--- config.mk ---
export PLATFORM = sky130hd
export DESIGN_NAME = xcend_pipe
export DESIGN_NICKNAME = d
export VERILOG_FILES = /design/src/rtl/xcend_pkg.sv /design/src/rtl/xcend_sel_decode.sv /design/src/rtl/xcend_issue_gate.sv /design/src/rtl/xcend_result_fifo.sv /design/src/rtl/xcend_pipe.sv
export SDC_FILE = /design/constraint.sdc
export NUM_CORES = 1
export LEC_CHECK = 0
export BUFFER_PORTS_ARGS = -buffer_cell sky130_fd_sc_hd__buf_2
export CORE_MARGIN = 4
export CORE_UTILIZATION = 40
export CTS_BUF_LIST = sky130_fd_sc_hd__clkbuf_4
export CTS_CLUSTER_DIAMETER = 50
export DETAILED_ROUTE_END_ITERATION = 8
export PLACE_DENSITY = 0.66
export SLEW_MARGIN = 30
export SYNTH_ARGS = -nofsm -noshare
export SYNTH_HDL_FRONTEND = slang
export SYNTH_SLANG_ARGS = --single-unit
--- constraint.sdc ---
create_clock -name clk -period 4.94 [get_ports clk]
set_input_delay 0.494 -clock clk [delete_from_list [all_inputs] [get_ports clk]]
set_output_delay 0.494 -clock clk [all_outputs]
set_load 0.01 [all_outputs]
--- src/rtl/xcend_pkg.sv ---
package xcend_pkg;

    typedef enum logic [3:0] {
        FN_ERF   = 4'd0,
        FN_RSQRT = 4'd1,
        FN_POW2  = 4'd2,
        FN_LOG2  = 4'd3,
        FN_TANH  = 4'd4,
        FN_SSIG  = 4'd5,
        FN_RECIP = 4'd6,
        FN_SIN   = 4'd7,
        FN_COS   = 4'd8
    } xfn_e;

    localparam logic [4:0] SEL_GENERIC = 5'h16;
    localparam int unsigned FN_LAST    = 8;

    // Placeholder tag byte that marks a result with its function and datatype
    function automatic logic [7:0] tag_byte(input logic bf16, input xfn_e fn);
        return {bf16, 3'b000, fn};
    endfunction

endpackage

--- src/rtl/xcend_sel_decode.sv ---
module xcend_sel_decode
    import xcend_pkg::*;
(
    input  logic [4:0] sel,
    input  logic [3:0] side_fn,
    output logic       dec_ok,
    output xfn_e       dec_fn,
    output logic       dec_bf16
);

    always_comb begin
        dec_ok   = 1'b1;
        dec_fn   = FN_ERF;
        dec_bf16 = 1'b0;
        unique case (sel)
            5'h0E: dec_fn = FN_ERF;
            5'h10: dec_fn = FN_RSQRT;
            5'h11: dec_fn = FN_POW2;
            5'h12: dec_fn = FN_LOG2;
            5'h13: dec_fn = FN_TANH;
            5'h14: dec_fn = FN_SSIG;
            5'h15: dec_fn = FN_RECIP;
            5'h17: dec_fn = FN_SIN;
            5'h18: dec_fn = FN_COS;
            5'h0F: begin dec_fn = FN_ERF;   dec_bf16 = 1'b1; end
            5'h0C: begin dec_fn = FN_RSQRT; dec_bf16 = 1'b1; end
            5'h19: begin dec_fn = FN_POW2;  dec_bf16 = 1'b1; end
            5'h1A: begin dec_fn = FN_LOG2;  dec_bf16 = 1'b1; end
            5'h1B: begin dec_fn = FN_TANH;  dec_bf16 = 1'b1; end
            5'h1C: begin dec_fn = FN_SSIG;  dec_bf16 = 1'b1; end
            5'h1D: begin dec_fn = FN_RECIP; dec_bf16 = 1'b1; end
            5'h1E: begin dec_fn = FN_SIN;   dec_bf16 = 1'b1; end
            5'h1F: begin dec_fn = FN_COS;   dec_bf16 = 1'b1; end
            SEL_GENERIC: begin
                // function arrives out of band; not a tenth function
                if (32'(side_fn) <= FN_LAST) dec_fn = xfn_e'(side_fn);
                else                         dec_ok = 1'b0;
            end
            default: dec_ok = 1'b0;
        endcase
    end

endmodule

--- src/rtl/xcend_issue_gate.sv ---
module xcend_issue_gate #(
    parameter int unsigned RESV = 2,
    localparam int unsigned RW  = $clog2(RESV) + 1
) (
    input  logic clk,
    input  logic rst_n,
    input  logic fire,
    output logic open
);

    localparam logic [RW-1:0] RELOAD = RW'(RESV - 1);

    typedef struct packed {
        logic [RW-1:0] hold;
    } gstate_t;

    gstate_t st_d, st_q;

    always_comb begin
        st_d = st_q;
        if (fire)                st_d.hold = RELOAD;
        else if (st_q.hold != 0) st_d.hold = st_q.hold - 1'b1;
    end

    always_ff @(posedge clk) begin
        if (!rst_n) st_q <= '0;
        else        st_q <= st_d;
    end

    assign open = (st_q.hold == '0);

endmodule

--- src/rtl/xcend_result_fifo.sv ---
module xcend_result_fifo
    import xcend_pkg::*;
#(
    parameter int unsigned DEPTH = 4,
    parameter int unsigned VEC_W = 64,
    parameter int unsigned CNT_W = 4,
    localparam int unsigned PTR_W = (DEPTH > 1) ? $clog2(DEPTH) : 1,
    localparam int unsigned OCC_W = $clog2(DEPTH + 1)
) (
    input  logic             clk,
    input  logic             rst_n,
    input  logic             wr_en,
    input  xfn_e             wr_fn,
    input  logic             wr_bf16,
    input  logic [5:0]       wr_src,
    input  logic [CNT_W-1:0] wr_wait,
    input  logic [VEC_W-1:0] wr_data,
    input  logic             rd_en,
    output logic [OCC_W-1:0] occ,
    output logic             head_ready,
    output xfn_e             head_fn,
    output logic             head_bf16,
    output logic [5:0]       head_src,
    output logic [VEC_W-1:0] head_data
);

    localparam logic [PTR_W-1:0] PTR_LAST = PTR_W'(DEPTH - 1);

    typedef struct packed {
        logic [CNT_W-1:0] wait_n;
        xfn_e             fn;
        logic             bf16;
        logic [5:0]       src;
        logic [VEC_W-1:0] data;
    } slot_t;

    typedef struct packed {
        slot_t [DEPTH-1:0] slot;
        logic [PTR_W-1:0]  rp;
        logic [PTR_W-1:0]  wp;
        logic [OCC_W-1:0]  occ;
    } fstate_t;

    fstate_t st_d, st_q;
    logic [CNT_W-1:0] aged [DEPTH];

    // one latency down-counter per slot
    for (genvar i = 0; i < DEPTH; i++) begin : g_age
        assign aged[i] = (st_q.slot[i].wait_n != '0) ? st_q.slot[i].wait_n - 1'b1 : '0;
    end

    always_comb begin
        st_d = st_q;
        for (int i = 0; i < DEPTH; i++) st_d.slot[i].wait_n = aged[i];
        if (wr_en) begin
            st_d.slot[st_q.wp].wait_n = wr_wait;
            st_d.slot[st_q.wp].fn     = wr_fn;
            st_d.slot[st_q.wp].bf16   = wr_bf16;
            st_d.slot[st_q.wp].src    = wr_src;
            st_d.slot[st_q.wp].data   = wr_data;
            st_d.wp = (st_q.wp == PTR_LAST) ? '0 : st_q.wp + 1'b1;
        end
        if (rd_en) st_d.rp = (st_q.rp == PTR_LAST) ? '0 : st_q.rp + 1'b1;
        st_d.occ = st_q.occ + OCC_W'(wr_en) - OCC_W'(rd_en);
    end

    always_ff @(posedge clk) begin
        if (!rst_n) st_q <= '0;
        else        st_q <= st_d;
    end

    assign occ        = st_q.occ;
    assign head_ready = (st_q.occ != '0) && (st_q.slot[st_q.rp].wait_n == '0);
    assign head_fn    = st_q.slot[st_q.rp].fn;
    assign head_bf16  = st_q.slot[st_q.rp].bf16;
    assign head_src   = st_q.slot[st_q.rp].src;
    assign head_data  = st_q.slot[st_q.rp].data;

endmodule

--- src/rtl/xcend_pipe.sv ---
module xcend_pipe
    import xcend_pkg::*;
#(
    parameter int unsigned VEC_W    = 64,
    parameter int unsigned DEPTH    = 4,
    parameter int unsigned LAT_F32  = 13,
    parameter int unsigned LAT_BF16 = 14,
    parameter int unsigned RESV     = 2
) (
    input  logic             clk,
    input  logic             rst_n,
    input  logic             push_valid,
    input  logic [4:0]       push_sel,
    input  logic [3:0]       push_side_fn,
    input  logic [5:0]       push_src_reg,
    input  logic [VEC_W-1:0] push_data,
    input  logic             pop_valid,
    input  logic [5:0]       pop_dst_reg,
    output logic             res_valid,
    output logic [5:0]       res_dst_reg,
    output logic [5:0]       res_src_reg,
    output logic [3:0]       res_fn,
    output logic             res_bf16,
    output logic [VEC_W-1:0] res_data,
    output logic             push_rej,
    output logic             pop_err
);

    localparam int unsigned LAT_MAX = (LAT_F32 > LAT_BF16) ? LAT_F32 : LAT_BF16;
    localparam int unsigned CNT_W   = $clog2(LAT_MAX + 1);
    localparam int unsigned OCC_W   = $clog2(DEPTH + 1);
    localparam int unsigned NBYTES  = VEC_W / 8;
    localparam logic [CNT_W-1:0] WAIT_F32  = CNT_W'(LAT_F32 - 1);
    localparam logic [CNT_W-1:0] WAIT_BF16 = CNT_W'(LAT_BF16 - 1);

    typedef struct packed {
        logic             res_valid;
        logic [5:0]       res_dst;
        logic [5:0]       res_src;
        xfn_e             res_fn;
        logic             res_bf16;
        logic [VEC_W-1:0] res_data;
        logic             push_rej;
        logic             pop_err;
    } ostate_t;

    ostate_t out_d, out_q;

    logic             dec_ok, dec_bf16;
    xfn_e             dec_fn;
    logic             gate_open;
    logic             push_ok, pop_ok;
    logic [OCC_W-1:0] occ;
    logic             head_ready, head_bf16;
    xfn_e             head_fn;
    logic [5:0]       head_src;
    logic [VEC_W-1:0] head_data;
    logic [VEC_W-1:0] stand_in;
    logic [CNT_W-1:0] push_wait;

    xcend_sel_decode u_dec (
        .sel      (push_sel),
        .side_fn  (push_side_fn),
        .dec_ok   (dec_ok),
        .dec_fn   (dec_fn),
        .dec_bf16 (dec_bf16)
    );

    xcend_issue_gate #(.RESV(RESV)) u_gate (
        .clk   (clk),
        .rst_n (rst_n),
        .fire  (push_ok),
        .open  (gate_open)
    );

    // stand-in for the approximators: tagged pass-through
    always_comb begin
        stand_in = push_data ^ {NBYTES{tag_byte(dec_bf16, dec_fn)}};
        push_wait = dec_bf16 ? WAIT_BF16 : WAIT_F32;
    end

    assign push_ok = push_valid && dec_ok && gate_open && (occ != OCC_W'(DEPTH));
    assign pop_ok  = pop_valid && head_ready;

    xcend_result_fifo #(
        .DEPTH (DEPTH),
        .VEC_W (VEC_W),
        .CNT_W (CNT_W)
    ) u_fifo (
        .clk        (clk),
        .rst_n      (rst_n),
        .wr_en      (push_ok),
        .wr_fn      (dec_fn),
        .wr_bf16    (dec_bf16),
        .wr_src     (push_src_reg),
        .wr_wait    (push_wait),
        .wr_data    (stand_in),
        .rd_en      (pop_ok),
        .occ        (occ),
        .head_ready (head_ready),
        .head_fn    (head_fn),
        .head_bf16  (head_bf16),
        .head_src   (head_src),
        .head_data  (head_data)
    );

    always_comb begin
        out_d = out_q;
        out_d.res_valid = pop_ok;
        out_d.push_rej  = push_valid && !push_ok;
        out_d.pop_err   = pop_valid && !pop_ok;
        if (pop_ok) begin
            out_d.res_dst  = pop_dst_reg;
            out_d.res_src  = head_src;
            out_d.res_fn   = head_fn;
            out_d.res_bf16 = head_bf16;
            out_d.res_data = head_data;
        end
    end

    always_ff @(posedge clk) begin
        if (!rst_n) out_q <= '0;
        else        out_q <= out_d;
    end

    assign res_valid   = out_q.res_valid;
    assign res_dst_reg = out_q.res_dst;
    assign res_src_reg = out_q.res_src;
    assign res_fn      = out_q.res_fn;
    assign res_bf16    = out_q.res_bf16;
    assign res_data    = out_q.res_data;
    assign push_rej    = out_q.push_rej;
    assign pop_err     = out_q.pop_err;

endmodule

Word-level counts from Yosys, hierarchy flattened. Index checks and enable logic that the tools add are counted.

Register bits after elaboration: 409. Input port bits: 89. Output and inout bits: 84.

Bitwise operators: 2. Order comparisons: 4. Equal/unequal tests: 22. Mux-type cells: 32. Reductions and logical operators: 30. Add/subtract/negate cells: 9.

Operator list (number): 316-bit bitwise mux (5); 79-bit demux with 2-bit select (5); 316-bit two-way mux (1); 79-bit binary-select mux with 2-bit select (1); 79-bit two-way mux (2); 5-bit == test, second input constant (16); 75-bit two-way mux (1); 71-bit two-way mux (1); 70-bit two-way mux (1); 64-bit two-way mux (1); 64-bit bitwise XOR (1); 4-bit case mux with 9 select lines (1); 4-bit two-way mux (5); 18-bit OR reduction (1); 2-bit OR reduction (9); 4-bit nonzero test (4); 4-bit by 1-bit subtractor with 4-bit output, second input constant (4); 5-bit by 4-bit == test with 1-bit output, second input constant (3); 9-bit OR reduction (1); 1-bit logical AND (8); 2-bit by 3-bit < comparator with 1-bit output, second input constant (2); 1-bit two-way mux (5); 2-bit by 1-bit adder with 2-bit output, second input constant (2); 2-bit == test, second input constant (2); other kinds (14) (17).

Depth between registers and ports, before layout. Gate-level depths: netlist of run 1.

Depth after elaboration: 10. Gate-level depth with buffers: 14.

Modules after synthesis. Synthesis of run 1 repeated with hierarchy kept, for this count alone.

Cell total of the unflattened synthesis: 2009. Area total of the unflattened synthesis: 18525.3 µm².

Modules (own cells, without submodules): xcend_result_fifo (area an instance 14094.8 µm², cells each 1533, sequential area each 6466.2 µm², times used 1); xcend_pipe (area an instance 4018.9 µm², cells each 427, sequential area each 1681.6 µm², times used 1); xcend_sel_decode (area an instance 297.8 µm², cells each 38, sequential area each 0.0 µm², times used 1); xcend_issue_gate (area an instance 113.9 µm², cells each 11, sequential area each 40.0 µm², times used 1).

Least setup slack after synthesis of run 1. OpenSTA, ideal clock, no wires.

Path type: reg2reg. Start point: reg u_fifo.st_q[5] (netlist name). End point: reg u_fifo.st_q, in the netlist u_fifo.occ[2]. Path buffers: 3. Cell stages (with the launch flop): 15. Arrival time: 2.779 ns. Path slack: 2.033 ns. Library setup time: 0.128 ns. Clock period less this slack: 2.907 ns. Cells stage by stage: dfxtp_1 -> clkbuf_1 -> mux4_2 -> nand3_1 -> inv_1 -> clkbuf_1 -> buf_2 -> ha_1 -> inv_1 -> ha_1 -> inv_1 -> fa_1 -> xor2_1 -> xnor2_1 -> nor2_1.

RTL lines: from (decl) (RTL line xcend_result_fifo.sv:44) `fstate_t st_d, st_q;`; from (signal assigned) (RTL line xcend_result_fifo.sv:69) `else st_q <= st_d;`.

Worst setup path in the final report of run 1.
Start point: reg u_fifo.st_q[6] (netlist name). End point: reg u_fifo.st_q, in the netlist u_fifo.occ[2].

Word-level cells in the longest chain between the ends: 6.

RTL lines: 79-bit binary-select mux with 2-bit select (RTL line xcend_result_fifo.sv:73) `assign head_ready = (st_q.occ != '0) && (st_q.slot[st_q.rp].wait_n == '0);`; 79-bit two-way mux (not written as such) (RTL line xcend_result_fifo.sv:73); 4-bit logical NOT (RTL line xcend_result_fifo.sv:73); 1-bit logical AND (RTL line xcend_result_fifo.sv:73); 1-bit logical AND (RTL line xcend_pipe.sv:83) `assign pop_ok = pop_valid && head_ready;`; 3-bit by 1-bit subtractor with 3-bit output (RTL line xcend_result_fifo.sv:64) `st_d.occ = st_q.occ + OCC_W'(wr_en) - OCC_W'(rd_en);`.

No other way between the ends. The select of a mux whose other input is x is not followed. A chain may end at the register's enable or synchronous reset.

==> flow_summary.yaml, run 1 <==
outcome:
  status: "complete, no violations"
worst_setup_path:
  setup.worst_path.start_class: "flop"
  critPathMaxStageDelay_ps: 750
  r2r-start: "u_fifo.st_q[6]"
  cp.required_ps: 5530
  r2r-end: "u_fifo.occ[2]"
  crit_type: "reg2reg"
  crit_slowest_cell: "dfxtp_4"
  crit_buf_inv: 3
  crit_path_max_fanout: 38
  cp_data_arrival_time_ps: 3530
  reg2regPathDepth: 11
  ff2ff_setup_slack_ps: 2010
  cp_top_family: "adder cells"
  worstPathCellList: "mux4_2 -> nand3_4 -> clkinv_2 -> ha_1 -> inv_1 -> ha_1 -> inv_1 -> fa_1 -> xor2_1 -> xnor2_1 -> nor2_1"
  worstSetupEndpointType: "flop"
global_route:
  grt_overflow_total: 0
  grt_antenna_before_repair: 2
  grt_pass1_wl_mm: 72.6
  grt_usage_pct: 19.3
  grt_max_degree: 125
  grt_pass1_vias: 13588
synthesis:
  synth_edf_count: 0
  synth_cells: 1693
  synth_nets: 1791
  synthArstFlopShare_pct: 0
  synth_top_flop_cell: "dfxtp_1"
  syn_area_um2: 17200
  ys_types: 58
  ys_seq_elements: 409
  ys_seq_area_share_pct: 47.7
  avgSynthCellArea_um2: 10.1
  yosys_warnings: 0
clock_network:
  clockBufferDepth: 3
  clkTransAtPathRegs_ps: 70
  tritoncts: "done"
  post_cts_resized: 0
  numCtsBuffers: 106
  cts_sinks: 409
  htree_levels: 3
  insertion_delay_ps: 810
  postCtsSetupBuffers: 0
  cts_root_buffer: "clkbuf_4"
cells_and_area:
  drive_above_1_share_pct: 23.1
  nFillCells: 3924
  area_growth_pct: 16.5
  final_nets: 1988
power_and_ir_drop:
  p_leak_uw: 0.00882
  intPower_uw: 5640
  power.net_switching_uw: 2440
  p_per_area_nw_per_um2: 404
  power_frac_clock_pct: 36.9
  seqPwrFrac_pct: 44.5
  netSwitchingFraction_pct: 30.2
  ir_worst_vdd_uv: 202
  p_comb_share_pct: 18.6
timing:
  fmax_ghz: 0.341
  finalSetupTns_ps: 0
  hold_viol: 0
  holdWs_ps: 70.6
  setup_violations: 0
  tightest_slew_ps: 996
  fin_skew_ps: 73.7
  fin_crit_sh_pct: 59.4
  rsz0062_at_grt: "false"
  slew_violations: 0
  relSlewSlack_pct: 33.6
  period_minus_slack_ps: 2930
detailed_routing:
  wirelength_mm: 45.7
  route.vias.total: 13303
  first_pass_iters: 5
  drc: 0
  ant_nets: 0
  initialDrtViolationCount: 740
  routedWlPerCell_um: 18.2
  viasPerCell: 5.29
min_path:
  hold_start: "push_data[19]"
  min_path_cells: 3
  min_path_type: "in2reg"
floorplanning:
  die-area_um2: 46300
  initial_utilization_pct: 40.7
  die_y_um: 215
  die_w_um: 215
  rows: 75
  core_area_um2: 42100
  ioPinCount: 173
place:
  dp_hpwl_mm: 28.3
  place.gp.congestion: 0.817
  portBuffers: 172
flow_run:
  maxCapViolCount: 0
per-layer routing:
layer	track usage [%]	routed length, um
met5	0	11
met4	7.06	1110
met3	4.62	2710
met2	31.8	21500
met1	24.8	20300
power by group through the flow:
stage          logic [uW]  clock network [uW]  registers, uW
2_1_floorplan        1080                   0           3640
3_3_place_gp         1470                   0           3650
3_5_place_dp         1490                   0           3660
4_1_cts              1520                3080           3590
5_1_grt              1630                3270           3610
6_report             1500                2980           3590
cell usage after synthesis, drive strengths merged, types with 2 or more instances:
cell type	n	area (um^2)
a211o	2	17.5
a211oi	8	60.1
a21boi	8	60.1
a21o	3	22.5
a21oi	111	571
a22o	33	289
and2	14	87.6
and3	6	37.5
and3b	2	17.5
buf	50	335
clkbuf	80	300
dfxtp	409	8190
ha	8	100
inv	12	45.0
mux2i	233	2330
mux4	76	1710
nand2	466	1760
nand2b	3	18.8
nand3	12	60.1
nand4	2	12.5
nor2	11	41.3
nor2b	4	25.0
nor3	13	65.1
nor3b	5	37.5
nor4	5	46.3
o211ai	2	15.0
o21ai	30	154
o2bb2ai	33	289
o41ai	4	42.6
or2	5	31.3
or3	2	12.5
xor2	26	228
final cells by class:
type                       instances  area, um^2  area share [%]
antenna                            1        2.50          0.0125
clock buffer                     159        1190            5.97
clock inverter                    32         199           0.995
inverter                          12        48.8           0.244
multi-input combinational       1142        8360            41.8
sequential                       409        8200            41.0
tap                              539         674            3.37
timing repair buffer             219        1330            6.63
repair_timing:
action                                  4_1_cts  5_1_grt
hold endpoints to repair                    112        0
hold buffers                                 36        0
endpoints found under the setup margin        0        0
worst max path at each step:
| stage | slack (ps) | end | start | cells after the start |
|---|---|---|---|---|
| floorplan | 2030 | u_fifo.occ[2] | u_fifo.st_q[5] | 14 |
| global placement | 1570 | u_fifo.occ[2] | push_side_fn[1] | 12 |
| detailed placement | 1530 | flop | push_side_fn[1] | 7 |
| CTS | 1940 | res_data[1] | u_fifo.st_q[5] | 5 |
| global route | 1810 | res_data[1] | u_fifo.st_q[5] | 5 |
| finish | 2010 | u_fifo.occ[2] | u_fifo.st_q[6] | 11 |
per-stage QoR:
| stage | setup WS, ps | std cells | util (%) | area (um^2) | power (uW) |
|---|---|---|---|---|---|
| global route | 1810 | 2513 | 47.5 | 20000 | 8510 |
| floorplan | 2030 | 1693 | - | 17200 | 4720 |
| detailed placement | 1530 | 2285 | 43.2 | 18200 | 5160 |
| CTS | 1940 | 2512 | 47.4 | 20000 | 8190 |
| global placement | 1570 | 2285 | 43.2 | 18200 | 5120 |
| finish | 2010 | 2513 | 47.5 | 20000 | 8080 |
kinds of logic (layout without fill, tap and decap cells):
| family | count (synthesis) | in the layout | synth area share (%) |
|---|---|---|---|
| simple gates | 555 | 555 | 13.4 |
| flops | 409 | 409 | 47.7 |
| mux | 309 | 309 | 23.6 |
| compound gates | 242 | 242 | 9.26 |
| buf+inv | 142 | 422 | 3.97 |
| xor+xnor | 27 | 27 | 1.38 |
| fa+ha+maj | 9 | 9 | 0.700 |
| other cells | 0 | 1 | 0 |
placed cells by master, fill, tap and decap left out, types with 10 or more instances in the layout:
master / count
mux2i_1: 233
a22o_1: 33
clkinv_1: 21
a21oi_1: 107
dlygate4sd3_1: 36
o21ai_0: 21
clkbuf_4: 159
buf_2: 171
o2bb2ai_1: 33
inv_1: 10
dfxtp_1: 407
and2_1: 10
mux4_2: 76
nand2_1: 462
xor2_1: 26
nand3_1: 11
nor2_1: 11
nor3_1: 13
worst min-delay path, cell delays in order:
cell       delay (ps)
buf_2             110
xor2_1            120
o2bb2ai_1         120
No activity file was read; power rests on OpenSTA's default activity.
==> run 2, diff against run 1 <==
==> constraint.sdc (replaced) <==
create_clock -name clk -period 2.9 [get_ports clk]
set_input_delay 0.29 -clock clk [delete_from_list [all_inputs] [get_ports clk]]
set_output_delay 0.29 -clock clk [all_outputs]
set_load 0.01 [all_outputs]
==> flow_summary.yaml, run 2 (synthesis gave the netlist of run 1 again) <==
timing:
  holdWs_ps: 111
  finalSetupTns_ps: 0
  setup_violations: 0
  rsz0062_at_grt: "false"
  period_minus_slack_ps: 2720
  hold_viol: 0
  slew_violations: 0
  tightest_slew_ps: 1010
  fin_crit_sh_pct: 93.8
  relSlewSlack_pct: 32.8
  setup_ws_ps: 181
  fmax_ghz: 0.368
  fin_skew_ps: 49.3
floorplanning:
  die_y_um: 215
  rows: 75
  ioPinCount: 173
  die-area_um2: 46300
  core_area_um2: 42100
  die_w_um: 215
  initial_utilization_pct: 40.7
worst_setup_path:
  ff2ff_setup_slack_ps: 180
  r2r-start: "u_fifo.occ[2]"
  critPathMaxStageDelay_ps: 560
  setup.worst_path.start_class: "flop"
  crit_path_max_fanout: 27
  worstSetupEndpointType: "flop"
  reg2regPathDepth: 7
  worstPathCellList: "or3b_1 -> and3_1 -> and2_0 -> nand2_4 -> buf_12 -> mux2i_1 -> dlygate4sd3_1"
  crit_slowest_cell: "dlygate4sd3_1"
  crit_type: "reg2reg"
  cp.required_ps: 3620
  cp_data_arrival_time_ps: 3440
  critPathLaunch: "u_fifo.occ[2]"
power_and_ir_drop:
  power.net_switching_uw: 4050
  netSwitchingFraction_pct: 29.5
  power_frac_clock_pct: 36.2
  seqPwrFrac_pct: 44.4
  p_leak_uw: 0.00910
  p_comb_share_pct: 19.4
  p_per_area_nw_per_um2: 668
  ir_worst_vdd_uv: 490
  intPower_uw: 9690
place:
  place_ws_ps: 136
  place.gp.congestion: 0.792
  dp_hpwl_mm: 29.7
  place_inst: 2303
  portBuffers: 172
cells_and_area:
  final_cell_mix: "462 x nand2_1, 407 x dfxtp_1, 233 x mux2i_1"
  area_growth_pct: 19.8
  drive_above_1_share_pct: 23.2
  final_cells: 2563
  nFillCells: 3905
  mostFrequentLayoutCell: "nand2_1"
  final_nets: 2040
global_route:
  grt_pass1_wl_mm: 74.1
  grt_antenna_before_repair: 7
  grt_pass1_vias: 13794
  grt_usage_pct: 19.9
  grt_max_degree: 114
  grt_overflow_total: 0
clock_network:
  clkTransAtPathRegs_ps: 60
  insertion_delay_ps: 780
  tritoncts: "done"
  numCtsBuffers: 108
  htree_levels: 3
  clockBufferDepth: 3
  post_cts_resized: 0
  cts_sinks: 409
  cts_root_buffer: "clkbuf_4"
flow_run:
  maxCapViolCount: 0
detailed_routing:
  initialDrtViolationCount: 862
  viasPerCell: 5.27
  ant_nets: 0
  route.vias.total: 13513
  first_pass_iters: 5
  wirelength_mm: 47.0
  drc: 0
  routedWlPerCell_um: 18.3
outcome:
  status: "complete, no violations"
min_path:
  hold_start: "push_data[17]"
  min_path_type: "in2reg"
[run 2: worst min-delay path by stage]
| stage | slack, ps | to | cells past startpoint |
|---|---|---|---|
| finish | 110 | flop | 4 |
| global route | 90 | flop | 4 |
| CTS | 0.6 | flop | 4 |
| detailed placement | 440 | res_data[32] | 2 |
| global placement | 440 | res_dst_reg[5] | 2 |
| floorplan | 430 | flop | 1 |
[run 2: worst max-delay path: cells and delay by family (launching register included)]
kind,cells,cell delay [ps]
simple gates,4,1240
mux,1,200
buf+inv,2,850
flops,1,360
[run 2: metal layers]
layer / track usage (%) / up-vias / wire (um)
met3: 4.89 / 85 / 2660
met2: 32.9 / 373 / 22200
li1: - / 6463 / -
met5: 0 / - / 54
met1: 25.5 / 6584 / 21000
met4: 6.98 / 8 / 1140
[run 2: power by group through the flow]
stage	Sequential (uW)	Combinational (uW)	Clock, uW
floorplan	6200	1840	0
global placement	6210	2600	0
detailed placement	6220	2630	0
CTS	6100	2710	5130
global route	6140	2910	5470
finish	6100	2660	4970
[run 2: what timing repair did]
action,CTS,global route
setup buffers,0,0
hold buffers,68,0
endpoints found under the hold margin,240,0
[run 2: layout make-up]
cell class,instances,area (um^2),share of cell area (%)
multi-input cells,1142,8330,40.5
clock buffers,161,1210,5.88
inverters,12,48.8,0.237
well taps,539,674,3.28
diodes,3,7.51,0.0365
repair buffers,269,1940,9.46
flip-flops and latches,409,8200,39.9
clock inverters,28,159,0.773
[run 2: per-stage QoR]
| stage | power, uW | utilization (%) | cell area, um^2 |
|---|---|---|---|
| detailed placement | 8860 | 43.9 | 18500 |
| finish | 13700 | 48.8 | 20600 |
| CTS | 13900 | 48.8 | 20600 |
| floorplan | 8050 | - | 17200 |
| global placement | 8810 | 43.9 | 18500 |
| global route | 14500 | 48.8 | 20600 |
